--- src/rtl/fifo_irq_pkg.sv ---
package fifo_irq_pkg;

  localparam int RAW_W     = 5;
  localparam int BIT_ERR   = 0;
  localparam int BIT_RDLVL = 1;
  localparam int BIT_WRLVL = 2;
  localparam int BIT_RDDMA = 3;
  localparam int BIT_WRDMA = 4;

  localparam int OFF_RAW  = 'h0;
  localparam int OFF_MASK = 'h4;
  localparam int OFF_CLR  = 'h8;
  localparam int OFF_TRIG = 'hC;

  localparam logic [2:0] RD_CODE_RST = 3'd0;
  localparam logic [2:0] WR_CODE_RST = 3'd2;

  function automatic logic trig_enabled(input logic [2:0] code);
    return (code >= 3'd1) && (code <= 3'd4);
  endfunction

  function automatic int unsigned trig_threshold(input logic [2:0] code,
                                                 input int unsigned depth);
    case (code)
      3'd1:    return depth / 8;
      3'd2:    return depth / 4;
      3'd3:    return depth / 2;
      3'd4:    return (3 * depth) / 4;
      default: return 0;
    endcase
  endfunction

endpackage

--- src/rtl/fifo_irq_level.sv ---
module fifo_irq_level
  import fifo_irq_pkg::*;
#(
  parameter int DEPTH = 8,
  parameter int CNT_W = 4
) (
  input  logic [CNT_W-1:0] count,
  input  logic [2:0]       code,
  output logic             hit
);
  always_comb begin
    hit = trig_enabled(code) && (32'(count) >= trig_threshold(code, DEPTH));
  end
endmodule

--- src/rtl/fifo_irq_sticky.sv ---
module fifo_irq_sticky #(
  parameter int N = 3
) (
  input  logic         clk,
  input  logic         rst_n,
  input  logic [N-1:0] set_i,
  input  logic [N-1:0] clr_i,
  output logic [N-1:0] flag_o
);
  for (genvar i = 0; i < N; i++) begin : g_flag
    always_ff @(posedge clk or negedge rst_n) begin
      if (!rst_n)          flag_o[i] <= 1'b0;
      else if (set_i[i])   flag_o[i] <= 1'b1;
      else if (clr_i[i])   flag_o[i] <= 1'b0;
    end
  end
endmodule

--- src/rtl/fifo_irq_regs.sv ---
module fifo_irq_regs
  import fifo_irq_pkg::*;
#(
  parameter int ADDR_W = 4,
  parameter int DATA_W = 32
) (
  input  logic              clk,
  input  logic              rst_n,
  input  logic              wr_en,
  input  logic [ADDR_W-1:0] addr,
  input  logic [DATA_W-1:0] wdata,
  output logic [DATA_W-1:0] rdata,
  input  logic [RAW_W-1:0]  raw,
  output logic [RAW_W-1:0]  mask_q,
  output logic [2:0]        rd_code,
  output logic [2:0]        wr_code,
  output logic [RAW_W-1:0]  clr_o
);
  logic sel_mask, sel_clr, sel_trig, sel_raw;
  logic unused_wdata;

  assign sel_raw  = (32'(addr) == OFF_RAW);
  assign sel_mask = (32'(addr) == OFF_MASK);
  assign sel_clr  = (32'(addr) == OFF_CLR);
  assign sel_trig = (32'(addr) == OFF_TRIG);
  assign unused_wdata = ^wdata[DATA_W-1:7];

  always_ff @(posedge clk or negedge rst_n) begin
    if (!rst_n) begin
      mask_q  <= '0;
      rd_code <= RD_CODE_RST;
      wr_code <= WR_CODE_RST;
    end else if (wr_en) begin
      if (sel_mask) mask_q <= wdata[RAW_W-1:0];
      if (sel_trig) begin
        rd_code <= wdata[2:0];
        wr_code <= wdata[6:4];
      end
    end
  end

  assign clr_o = (wr_en && sel_clr) ? wdata[RAW_W-1:0] : '0;

  always_comb begin
    rdata = '0;
    if (sel_raw)       rdata = {{(DATA_W-RAW_W){1'b0}}, raw};
    else if (sel_mask) rdata = {{(DATA_W-RAW_W){1'b0}}, mask_q};
    else if (sel_clr)  rdata = {{(DATA_W-RAW_W){1'b0}}, raw & mask_q};
    else if (sel_trig) rdata = {{(DATA_W-7){1'b0}}, wr_code, 1'b0, rd_code};
  end
endmodule

--- src/rtl/fifo_irq_status.sv ---
module fifo_irq_status
  import fifo_irq_pkg::*;
#(
  parameter int ADDR_W     = 4,
  parameter int DATA_W     = 32,
  parameter int FIFO_DEPTH = 8,
  localparam int CNT_W     = $clog2(FIFO_DEPTH) + 1
) (
  input  logic              clk,
  input  logic              rst_n,
  input  logic              reg_wr_en,
  input  logic [ADDR_W-1:0] reg_addr,
  input  logic [DATA_W-1:0] reg_wdata,
  output logic [DATA_W-1:0] reg_rdata,
  input  logic [CNT_W-1:0]  rd_fifo_count,
  input  logic [CNT_W-1:0]  wr_fifo_free,
  input  logic              err_event,
  input  logic              dma_rd_done,
  input  logic              dma_wr_done,
  output logic              irq
);
  logic [RAW_W-1:0] raw_stat;
  logic [RAW_W-1:0] mask_q;
  logic [RAW_W-1:0] clr_vec;
  logic [2:0]       rd_code, wr_code;
  logic [2:0]       evt_set, evt_clr, evt_flag;
  logic [2:0]       lvl_code [2];
  logic [CNT_W-1:0] lvl_cnt  [2];
  logic [1:0]       lvl_hit;

  fifo_irq_regs #(.ADDR_W(ADDR_W), .DATA_W(DATA_W)) u_regs (
    .clk     (clk),
    .rst_n   (rst_n),
    .wr_en   (reg_wr_en),
    .addr    (reg_addr),
    .wdata   (reg_wdata),
    .rdata   (reg_rdata),
    .raw     (raw_stat),
    .mask_q  (mask_q),
    .rd_code (rd_code),
    .wr_code (wr_code),
    .clr_o   (clr_vec)
  );

  assign lvl_code[0] = rd_code;
  assign lvl_cnt[0]  = rd_fifo_count;
  assign lvl_code[1] = wr_code;
  assign lvl_cnt[1]  = wr_fifo_free;

  for (genvar g = 0; g < 2; g++) begin : g_lvl
    fifo_irq_level #(.DEPTH(FIFO_DEPTH), .CNT_W(CNT_W)) u_lvl (
      .count (lvl_cnt[g]),
      .code  (lvl_code[g]),
      .hit   (lvl_hit[g])
    );
  end

  assign evt_set = {dma_wr_done, dma_rd_done, err_event};
  assign evt_clr = {clr_vec[BIT_WRDMA], clr_vec[BIT_RDDMA], clr_vec[BIT_ERR]};

  fifo_irq_sticky #(.N(3)) u_sticky (
    .clk    (clk),
    .rst_n  (rst_n),
    .set_i  (evt_set),
    .clr_i  (evt_clr),
    .flag_o (evt_flag)
  );

  always_comb begin
    raw_stat            = '0;
    raw_stat[BIT_ERR]   = evt_flag[0];
    raw_stat[BIT_RDLVL] = lvl_hit[0];
    raw_stat[BIT_WRLVL] = lvl_hit[1];
    raw_stat[BIT_RDDMA] = evt_flag[1];
    raw_stat[BIT_WRDMA] = evt_flag[2];
  end

  assign irq = |(raw_stat & mask_q);
endmodule

--- config.mk ---
export PLATFORM = sky130hd
export DESIGN_NAME = fifo_irq_status
export DESIGN_NICKNAME = d
export VERILOG_FILES = /design/src/rtl/fifo_irq_pkg.sv /design/src/rtl/fifo_irq_level.sv /design/src/rtl/fifo_irq_sticky.sv /design/src/rtl/fifo_irq_regs.sv /design/src/rtl/fifo_irq_status.sv
export SDC_FILE = /design/constraint.sdc
export NUM_CORES = 1
export LEC_CHECK = 0
export CORE_ASPECT_RATIO = 0.6
export CORE_MARGIN = 10
export CORE_UTILIZATION = 35
export CTS_CLUSTER_SIZE = 10
export DETAILED_ROUTE_END_ITERATION = 8
export PLACE_DENSITY = 0.81
export SLEW_MARGIN = 10
export SYNTH_ARGS = -nofsm -noshare
export SYNTH_HDL_FRONTEND = slang
export SYNTH_SLANG_ARGS = --single-unit
--- constraint.sdc ---
create_clock -name clk -period 2.5 [get_ports clk]
set_clock_uncertainty 0.15 [all_clocks]
set_input_delay 0.25 -clock clk [delete_from_list [all_inputs] [get_ports clk]]
set_output_delay 0.25 -clock clk [all_outputs]
set_load 0.01 [all_outputs]
==> metrics.cfg <==
[worst_setup_path]
setup.worst_path.class=reg2out
cp.arrival_ps=2050
critPathTopFamily=compound AO/OA/AOI/OAI gates
r2r-start=u_regs.rd_code[1]
crit_required_ps=2100
end_kind=primary output
cp-startpoint=u_regs.wr_code[1]
cp_cell_sequence=nor2b_4 > a22oi_1 > ha_1 > a211o_1 > o21ai_2 > o211ai_1 > buf_2
cp_max_fo=5
crit_buf_inv=1
critPathLaunchType=flop
slowest_delay_ps=560
cp_slowest_cell=dfstp_2

[placement]
io_buffers=32
gp_congestion=0.7214
place_hpwl_mm=2.545
dp_cells=206

[finish]
multi_input_area_sq_um=714.4
nets=223
area_growth_pct=37.53
drive_gt1_share_pct=25.90
n_antenna_cell=0
n_fill_cell=328
final_cells=211
ff_latch_area_sq_um=352.8

[floorplanning]
core_sq_um=3223
die_area_sq_um=6107
fp.dieH_um=64.67
initial_utilization_pct=36.10
row_count=16
die_x_um=94.44
ioPinCount=83

[routing]
drc=0
num_vias=963
wl_met2_mm=1.584
wire_per_inst_um=14.66
wl_met3_um=288
postRouteAntennaNets=0
drtIter0Drc=54
wl_met1_mm=1.212
dr.pass1.iters=4
highest_layer=met4
viasPerCell=4.564
finalWirelength_mm=3.093

[timing]
holdWs_ps=263.6
rsz0062_at_grt=true
timing.final.crit_period_ps=2446
tns_ps=0
worst_pin_slew_ps=676.6
setup_violations=0
maxSlewViolCount=0
fin_crit_sh_pct=97.84
slew-limit-headroom_pct=54.75
max_clock_freq_mhz=408.8
finalHoldViolations=0

[clock_tree]
clk_pin_slew_ps=60
insertion_delay_ps=250
cts.sinks=14
cts.htree.levels=1
cts_hold_buf=0
cts_tree=yes
cts_made_buffers=3
cts-root-buf=clkbuf_8
cts_buffer_depth=2

[yosys]
synth_area_leaders=dfrtp_1 (28%), buf_4 (17%), mux2_2 (11%)
synth_top_area_share_pct=27.96
synth_edf_count=0
ys_ff_latch=14
synth.distinct_cells=35
synth.avg_cell_area_sq_um=9.617
synth_async_sr_flop_share_pct=100.0
yosys.area.top_type=dfrtp_1
seq_area_frac_synth_pct=30.22
synth_cells=121
synth_flop_cell=dfrtp_1
synth_warnings=0
synth_area_sq_um=1164

[global_route]
grt_max_degree=15
grtUsageTotal_pct=10.41
grt_antenna_before_repair=0
grt_pass1_vias=1029
grt_pass1_wl_mm=5.050
grt.overflow.total=0

[power_and_ir_drop]
ir_drop_mv=0.1815
totalPowerFinal_uw=940.9
power_density_nw_per_um2=588.0
p_leak_uw=0.0007179

[hold_path]
hp-class=in2async

[flow_run]
maxCapViolCount=0

[run_status]
status=completed

[sequential cells by signal, indices dropped and copies added (netlist names)]
| signal | flops |
|---|---|
| u_regs.mask_q | 5 |
| u_regs.rd_code | 3 |
| u_regs.wr_code | 3 |
| u_sticky.flag_o | 3 |
[synth_stat cells (all sizes together), types with 3 or more instances]
master,number
a21o,3
ha,6
dfrtp,13
and4,3
nor2,4
o21ai,4
nor2b,3
inv,5
a21oi,5
buf,27
mux2i,5
mux2,11
nand2,7
[routing by layer]
metal | track usage (%) | vias up
met3 | 4.943 | 2
met5 | 0 | -
li1 | - | 475
met4 | 2.264 | 0
met1 | 11.02 | 457
met2 | 18.43 | 29
[final timing paths]
kind / to / slack, ps / depth (start not counted)
max: irq / 50 / 7
min: u_sticky.flag_o[1] / 260 / 1
max reg2reg: u_regs.rd_code[1] / 1290 / 3
min reg2reg: u_sticky.flag_o[2] / 370 / 1
max in group asynchronous: u_regs.rd_code[2] / 1470 / 1
min in group clk: u_sticky.flag_o[2] / 370 / 1
[cells in the final DEF (no fill, tap or decap), types with 4 or more instances in the layout]
master | synthesis | routed
buf_4 | 26 | 13
clkbuf_8 | 0 | 4
clkdlybuf4s50_1 | 0 | 29
conb_1 | 1 | 25
dfrtp_1 | 13 | 12
ha_1 | 6 | 6
inv_1 | 5 | 5
mux2_2 | 11 | 11
mux2i_1 | 5 | 5
nand2_1 | 7 | 7
[timing repair]
action | CTS | global route
pin swaps | 0 | 3
setup endpoints to repair | 3 | 3
resized for setup | 14 | 11
setup buffers | 0 | 1
[stage by stage]
| step | setup WS (ps) | cell area (sq um) | utilization, % |
|---|---|---|---|
| final | 54.02 | 1600 | 49.65 |
| after floorplan | 353.2 | 1254 | - |
| after detailed placement | -182.0 | 1516 | 47.05 |
| after CTS | 5.175 | 1567 | 48.60 |
| after global routing | -83.17 | 1600 | 49.65 |
| after global placement | -202.8 | 1516 | 47.05 |
[cell type report]
| type | count | share of cell area (%) |
|---|---|---|
| tap | 45 | 3.518 |
| multi-input combinational | 98 | 44.64 |
| timing repair buffer | 45 | 25.18 |
| sequential | 14 | 22.05 |
| inverter | 5 | 1.173 |
| clock buffer | 4 | 3.440 |
[worst reg2reg max path, delay by kind of cell (launching register included)]
family   cells  cell delay (ps)
mux          1              260
buf+inv      2              270
flops        1              410
[cells by family after synthesis]
logic type                 count (synthesis)  share of synthesized area (%)
DFF                                       14                          30.22
other                                      1                         0.3223
and+or+nand+nor                           25                          13.23
buffers and inverters                     33                          19.14
AOI/OAI and AO/OA                         23                          13.44
adders and majority gates                  6                          6.451
xor gates and xnor gates                   3                          2.258
muxes                                     16                          14.95
[power by group]
part	internal (uW)	switching [uW]
combinational	220	169
clock	140	86.3
sequential	273	53.3
(Power assumes the default switching activity.)
